===== src/rtl/tone_dds_pkg.sv =====
package tone_dds_pkg;

  localparam int PWM_W    = 8;     // period counter / duty width
  localparam int ACC_W    = 24;    // phase register width
  localparam int WORD_W   = 16;    // frequency word width
  localparam int PH_LSB   = 12;    // lowest phase bit used as table address
  localparam int PH_W     = 8;     // table address width
  localparam int N_TONES  = 8;     // entries in the tone table
  localparam int SEL_W    = 4;     // tone index width
  localparam int PWM_HZ   = 9600;  // frame rate at the nominal clock
  localparam int SINE_AMP = 126;   // peak deviation from mid code

  typedef enum logic [1:0] {
    ST_IDLE = 2'd0,
    ST_ARM  = 2'd1,
    ST_RUN  = 2'd2
  } tx_state_e;

  // Tone frequencies in tenths of a hertz, ascending.
  function automatic int tone_tenths(int k);
    case (k)
      0:       return 670;
      1:       return 719;
      2:       return 770;
      3:       return 885;
      4:       return 1000;
      5:       return 1318;
      6:       return 1862;
      7:       return 2503;
      default: return 670;
    endcase
  endfunction

  // Word = floor(f * 2^frac / rate), f in tenths of a hertz.
  function automatic longint tone_word(int k, int frac_bits, int rate_hz);
    longint num;
    num = longint'(tone_tenths(k)) << frac_bits;
    return num / (longint'(rate_hz) * 10);
  endfunction

  // Mid + round(amp * sin(2*pi*idx/n)), rounding half away from zero.
  function automatic int sine_code(int idx, int n_ent, int mid, int amp);
    real ang;
    real s;
    int  r;
    ang = 2.0 * 3.14159265358979 * real'(idx) / real'(n_ent);
    s   = real'(amp) * $sin(ang);
    if (s >= 0.0) r = $rtoi(s + 0.5);
    else          r = -$rtoi(0.5 - s);
    return mid + r;
  endfunction

endpackage


===== src/rtl/dds_rst_sync.sv =====
module dds_rst_sync #(
  parameter int STAGES = 2
) (
  input  logic clk,
  input  logic rst_n,
  output logic rst_ns
);
  logic [STAGES-1:0] sync_q;

  always_ff @(posedge clk or negedge rst_n) begin
    if (!rst_n) sync_q <= '0;
    else        sync_q <= {sync_q[STAGES-2:0], 1'b1};
  end

  assign rst_ns = sync_q[STAGES-1];
endmodule


===== src/rtl/dds_period_ctr.sv =====
module dds_period_ctr #(
  parameter int CNT_W = 8
) (
  input  logic             clk,
  input  logic             rst_ns,
  output logic [CNT_W-1:0] cnt_q,
  output logic [CNT_W-1:0] cnt_nxt,
  output logic             wrap
);
  localparam logic [CNT_W-1:0] CNT_MAX = '1;

  assign wrap    = (cnt_q == CNT_MAX);
  assign cnt_nxt = cnt_q + 1'b1;

  always_ff @(posedge clk or negedge rst_ns) begin
    if (!rst_ns) cnt_q <= '0;
    else         cnt_q <= cnt_nxt;
  end
endmodule


===== src/rtl/dds_tone_table.sv =====
module dds_tone_table
  import tone_dds_pkg::*;
#(
  parameter int N_ENT     = N_TONES,
  parameter int IDX_IN_W  = SEL_W,
  parameter int WRD_W     = WORD_W,
  parameter int FRAC_BITS = PH_LSB + PH_W,
  parameter int RATE_HZ   = PWM_HZ
) (
  input  logic [IDX_IN_W-1:0] sel_i,
  output logic [WRD_W-1:0]    word_o
);
  localparam int IDX_W = (N_ENT > 1) ? $clog2(N_ENT) : 1;

  logic [WRD_W-1:0] tbl [N_ENT];

  for (genvar k = 0; k < N_ENT; k++) begin : g_word
    localparam longint WV = tone_word(k, FRAC_BITS, RATE_HZ);
    assign tbl[k] = WRD_W'(WV);
  end

  always_comb begin
    if (int'(sel_i) < N_ENT) word_o = tbl[sel_i[IDX_W-1:0]];
    else                     word_o = tbl[0];
  end
endmodule


===== src/rtl/dds_sine_rom.sv =====
module dds_sine_rom
  import tone_dds_pkg::*;
#(
  parameter int ADDR_W = PH_W,
  parameter int DATA_W = PWM_W,
  parameter int AMP    = SINE_AMP
) (
  input  logic [ADDR_W-1:0] addr_i,
  output logic [DATA_W-1:0] data_o
);
  localparam int N_ENT = 1 << ADDR_W;
  localparam int MID   = 1 << (DATA_W - 1);

  logic [DATA_W-1:0] tbl [N_ENT];

  for (genvar i = 0; i < N_ENT; i++) begin : g_ent
    localparam int CV = sine_code(i, N_ENT, MID, AMP);
    assign tbl[i] = DATA_W'(CV);
  end

  assign data_o = tbl[addr_i];
endmodule


===== src/rtl/tone_dds_pwm.sv =====
module tone_dds_pwm
  import tone_dds_pkg::*;
#(
  parameter int CNT_W   = PWM_W,
  parameter int PACC_W  = ACC_W,
  parameter int FW_W    = WORD_W,
  parameter int ADR_LSB = PH_LSB,
  parameter int ADR_W   = PH_W,
  parameter int NT      = N_TONES,
  parameter int TSEL_W  = SEL_W,
  parameter int RATE_HZ = PWM_HZ
) (
  input  logic              clk,
  input  logic              rst_n,
  input  logic              tx_en,
  input  logic [TSEL_W-1:0] tone_sel,
  output logic              pwm_o,
  output logic              tone_ph_o
);
  localparam int               ADR_MSB  = ADR_LSB + ADR_W - 1;
  localparam logic [CNT_W-1:0] DUTY_MID = CNT_W'(1 << (CNT_W - 1));

  logic              rst_ns;
  logic [CNT_W-1:0]  cnt_q, cnt_d;
  logic              wrap;
  logic              cmp_hit;
  logic [FW_W-1:0]   tbl_word;
  logic [CNT_W-1:0]  rom_code;

  tx_state_e         state_q, state_d;
  logic [FW_W-1:0]   word_q, word_d;
  logic [PACC_W-1:0] acc_q, acc_d, acc_sum;
  logic [CNT_W-1:0]  duty_q, duty_d;
  logic [CNT_W-1:0]  shad_q, shad_d;
  logic              pwm_q, pwm_d;
  logic              running;

  dds_rst_sync #(.STAGES(2)) u_rst (
    .clk    (clk),
    .rst_n  (rst_n),
    .rst_ns (rst_ns)
  );

  dds_period_ctr #(.CNT_W(CNT_W)) u_ctr (
    .clk     (clk),
    .rst_ns  (rst_ns),
    .cnt_q   (cnt_q),
    .cnt_nxt (cnt_d),
    .wrap    (wrap)
  );

  dds_tone_table #(
    .N_ENT     (NT),
    .IDX_IN_W  (TSEL_W),
    .WRD_W     (FW_W),
    .FRAC_BITS (ADR_MSB + 1),
    .RATE_HZ   (RATE_HZ)
  ) u_tone (
    .sel_i  (tone_sel),
    .word_o (tbl_word)
  );

  // Phase after this frame's step; its address bits select the next duty.
  assign acc_sum = acc_q + PACC_W'(word_q);

  dds_sine_rom #(
    .ADDR_W (ADR_W),
    .DATA_W (CNT_W),
    .AMP    (SINE_AMP)
  ) u_sine (
    .addr_i (acc_sum[ADR_MSB:ADR_LSB]),
    .data_o (rom_code)
  );

  assign cmp_hit = (cnt_q == duty_q);
  assign running = (state_q == ST_RUN);

  // Next-state logic
  always_comb begin
    state_d = state_q;
    word_d  = word_q;
    acc_d   = acc_q;
    duty_d  = duty_q;
    shad_d  = shad_q;

    if (!tx_en) begin
      state_d = ST_IDLE;
    end else begin
      unique case (state_q)
        ST_IDLE: begin
          state_d = ST_ARM;
          word_d  = tbl_word;
          acc_d   = '0;
          duty_d  = DUTY_MID;
          shad_d  = DUTY_MID;
        end
        ST_ARM: begin
          if (wrap) state_d = ST_RUN;
        end
        ST_RUN: begin
          if (cmp_hit) begin
            acc_d  = acc_sum;
            shad_d = rom_code;
          end
          if (wrap) duty_d = shad_q;
        end
        default: state_d = ST_IDLE;
      endcase
    end

    pwm_d = (state_d == ST_RUN) && (cnt_d < duty_d);
  end

  // Registers
  always_ff @(posedge clk or negedge rst_ns) begin
    if (!rst_ns) begin
      state_q <= ST_IDLE;
      word_q  <= '0;
      acc_q   <= '0;
      duty_q  <= DUTY_MID;
      shad_q  <= DUTY_MID;
      pwm_q   <= 1'b0;
    end else begin
      state_q <= state_d;
      word_q  <= word_d;
      acc_q   <= acc_d;
      duty_q  <= duty_d;
      shad_q  <= shad_d;
      pwm_q   <= pwm_d;
    end
  end

  assign pwm_o     = pwm_q;
  assign tone_ph_o = acc_q[ADR_MSB];
endmodule


===== config.mk =====
export PLATFORM = sky130hd
export DESIGN_NAME = tone_dds_pwm
export DESIGN_NICKNAME = d
export VERILOG_FILES = /design/src/rtl/tone_dds_pkg.sv /design/src/rtl/dds_rst_sync.sv /design/src/rtl/dds_period_ctr.sv /design/src/rtl/dds_tone_table.sv /design/src/rtl/dds_sine_rom.sv /design/src/rtl/tone_dds_pwm.sv
export SDC_FILE = /design/constraint.sdc
export NUM_CORES = 1
export LEC_CHECK = 0
export BUFFER_PORTS_ARGS = -buffer_cell sky130_fd_sc_hd__buf_2
export CAP_MARGIN = 20
export CELL_PAD_IN_SITES_DETAIL_PLACEMENT = 1
export CELL_PAD_IN_SITES_GLOBAL_PLACEMENT = 2
export CORE_ASPECT_RATIO = 1.25
export CORE_MARGIN = 2
export CORE_UTILIZATION = 35
export DETAILED_ROUTE_END_ITERATION = 12
export HOLD_SLACK_MARGIN = 0.02
export PLACE_DENSITY_LB_ADDON = 0.1
export SYNTH_ARGS = -nofsm -noshare
export SYNTH_HDL_FRONTEND = slang
export SYNTH_SLANG_ARGS = --single-unit

===== constraint.sdc =====
create_clock -name clk -period 1.85 [get_ports clk]
set_clock_uncertainty 0.15 [all_clocks]
set_input_delay 0.2775 -clock clk [delete_from_list [all_inputs] [get_ports clk]]
set_output_delay 0.2775 -clock clk [all_outputs]
set_load 0.01 [all_outputs]

==> results.md <==
- Status: finished with violations
- Worst-path clk slew: 0.07 ns
- Worst-Skew Late Latency: 0.34 ns
- Most used cell, CP: buf_4
- Busiest grt layer: met2
- Start point of the critical path: acc_q[7]
- Longest Clk Path Bufs: 2
- Via count: 8147
- Worst hold slack: 0.0813 ns
- Unrepaired setup endpoints after global routing: true
- Grt total ovfl: 0
- Clock Sinks: 63
- Most common cell in the synthesized netlist: nand2_1
- Std-Cell Rows: 53
- Top cell type's share of synthesized area: 0.257
- Synth-to-Final Area Change: 80.5%
- Core footprint: 16700 sq um
- Grt met2 use: 0.660
- Crit path required time: 1.91 ns
- GRT Util Overall: 0.359
- CTS H-Tree Depth: 3
- First-pass GRT wire length: 49500 microns
- Die X: 120 microns
- Slew margin rel.: 0.632
- Setup WS post-layout: -2.28 ns
- Yosys reg bits: 63
- Synth cell count leaders: nand2_1 (82), o21ai_0 (69), dfrtp_1 (61), a21oi_1 (52), nor2_1 (51)
- Hold/Removal Path Class: primary input to flip-flop
- Port bufs: 8
- VDD IR max: 744 uV
- Cell Pwr Density: 506 nW/um^2
- Maxcap violations: 0
- WL final: 36600 microns
- CP Capture Point: shad_q[0]
- Slew @ Worst Pin: 0.548 ns
- Fraction of layout cells with a size suffix above 1: 0.539
- # DRC: 0
- Initial antenna violation count: 0
- Type of origin of the critical path: flip-flop
- Crit-path cells: ha_4 -> buf_4 -> nand2_1 -> o21ai_2 -> buf_4 -> a211oi_1 -> buf_4 -> a211oi_4 -> inv_2 -> ha_4 -> nor2_4 -> nor3_2 -> or4_4 -> a311oi_4 -> a2bb2oi_2 -> o41ai_2
- Vias in the first global route: 8458
- Number of flops mapped to enable cells by yosys: 0
- Slowest-stage cell, CP: or4_4
- Mean Syn Cell Area: 7.93 sq um
- Synth warn: 0
- Leak: 0.00466 uW
- Routability cong.: 0.961
- Setup violators final: 31
- Via/cell ratio: 6.38
- TritonCTS Buffers: 9
- Full die area: 18000 sq um
- Clk root buf: clkbuf_16
- Cell area after synthesis: 5940 sq um
- Crit share post-route: 2.23
- Final Max Tran Viols: 0
- M3 GR Usage: 0.0423
- Fmax: 242 MHz
- Seq/Total Area, Yosys: 0.266
- Failing checks: setup timing
- Fillers: 1845
- Pre-CTS WS: -2.39 ns
- Io pins: 9
- CTS tree: yes
- Worst endpoint data arrival time: 4.19 ns
- DPL Wire Length: 21600 microns
- Synth cell types: 87
- Reg-to-reg startpoint: acc_q[7]
- Number of diodes: 0
- Period minus WS final: 4.13 ns
- Met1 Track Usage GR: 0.404
- Tot Pwr: 5420 uW
- First DRT Iteration DRCs: 589
- Die Y: 150 microns
- Cell total after placement: 1183
- Leading area contributor after synthesis: dfrtp_1
- Crit-path max cell delay: 0.51 ns
- Final Non-Filler Cells: 1277
- Worst r2r path cells: 16
- Synth area leaders: dfrtp_1 (26%), ha_1 (7.2%), o21ai_0 (5.8%)
- First-pass iteration count of the detailed router: 5
- Critical path type: flip-flop to flip-flop
- Post-layout nets: 1094
- Reg2reg end: shad_q[0]
- Mapped Nets: 791
- Starting density of the core: 0.355
- Post-synth top flop: dfrtp_1
- Gate Count Post-Synth: 749
- Largest net degree at the start of global routing: 62
- Asr flop ratio synth: 1.00
- WL/cell: 28.7 microns
- ANT nets after route: 0
- Fin. Hold Viols: 0
- CP max FO: 5
- Reg2Reg Setup Slack: -2.28 ns
- Nature of the critical path endpoint: flip-flop
timing repair:
item                       in CTS  in global routing
hold buffers                    1                  0
hold endpoints to repair        2                  0
pin swaps                      72                 54
gates resized for setup       207                105
gates cloned                    3                  1
buffers inserted               52                 33
setup endpoints to repair      31                 32
cell usage in the layout, fill, tap and decap left out, types with 7 or more instances in the layout:
cell	instances
nor3_2	10
buf_2	8
o31ai_1	8
nand2_2	8
o21ai_0	37
nor2_1	40
o211ai_1	13
o21ai_1	26
a21oi_2	14
a21o_1	8
xor2_1	10
ha_1	13
buf_4	266
o21ai_2	10
buf_6	50
a21oi_1	32
a31oi_1	10
a211oi_1	14
dfrtp_1	55
buf_12	15
nor3_1	7
ha_4	18
inv_1	19
nand2_1	66
a211oi_4	8
nand3_1	19
xnor2_2	7
xnor2_1	16
clkbuf_16	10
nor2_4	8
through the flow:
stage,setup TNS [ns],utilization,area [sq um]
2_1_floorplan,-20.64,-,6320
3_3_place_gp,-29.16,0.496,8290
3_5_place_dp,-32.00,0.496,8290
4_1_cts,-26.20,0.598,9990
5_1_grt,-31.98,0.641,10700
6_report,-29.95,0.641,10700
state kept, by name, indices dropped and copies added, names as in the netlist:
| name | flops |
|---|---|
| acc_q | 20 |
| duty_q | 8 |
| pwm_o | 1 |
| shad_q | 8 |
| state_q | 2 |
| u_ctr.cnt_q | 8 |
| u_rst.sync_q | 2 |
| word_q | 14 |
routing by layer:
| metal | vias to the layer above | wire [microns] | part of all wire |
|---|---|---|---|
| met3 | 221 | 1930 | 0.053 |
| met4 | 0 | 2910 | 0.080 |
| met1 | 4061 | 13200 | 0.36 |
| li1 | 3421 | - | - |
| met2 | 444 | 18600 | 0.51 |
| met5 | - | 0 | 0 |
final cells by class:
class,instances,area (sq um),area share
clock buffer,9,225,0.0210
clock inverter,7,128,0.0119
inverter,23,91.3,0.00853
multi-input combinational,607,5350,0.499
sequential,63,1590,0.148
tap,220,275,0.0257
timing repair buffer,348,3060,0.285
worst max-delay path, delay by kind of cell (launching register included):
kind            cells  cell delay [ns]
compound gates      6             1.42
fa+ha+maj           2             0.52
buf+inv             4             0.63
flops               1             0.43
simple gates        4             0.84
cells by family (layout without fill, tap and decap cells):
family,after synthesis,in the layout,synth area share
compound gates,283,283,0.327
simple gates,243,244,0.206
buf+inv,80,387,0.0586
flops,63,63,0.266
fa+ha+maj,35,35,0.0750
xor+xnor,35,35,0.0516
mux,9,9,0.0158
other cells,1,1,0.000632
how the worst min path moves through the flow:
stage	to	start	depth (start not counted)
floorplan	u_rst.sync_q[0]	rst_n	0
global placement	u_rst.sync_q[0]	rst_n	1
detailed placement	u_rst.sync_q[0]	rst_n	1
CTS	state_q[0]	tx_en	2
global route	word_q[0]	tone_sel[3]	2
finish	word_q[8]	tone_sel[3]	2
where the power goes:
part           switching, uW  internal, uW
sequential              50.9          1420
combinational           1010           836
clock                    768          1340
total                   1830          3590
No activity file was read; power rests on OpenSTA's default activity.
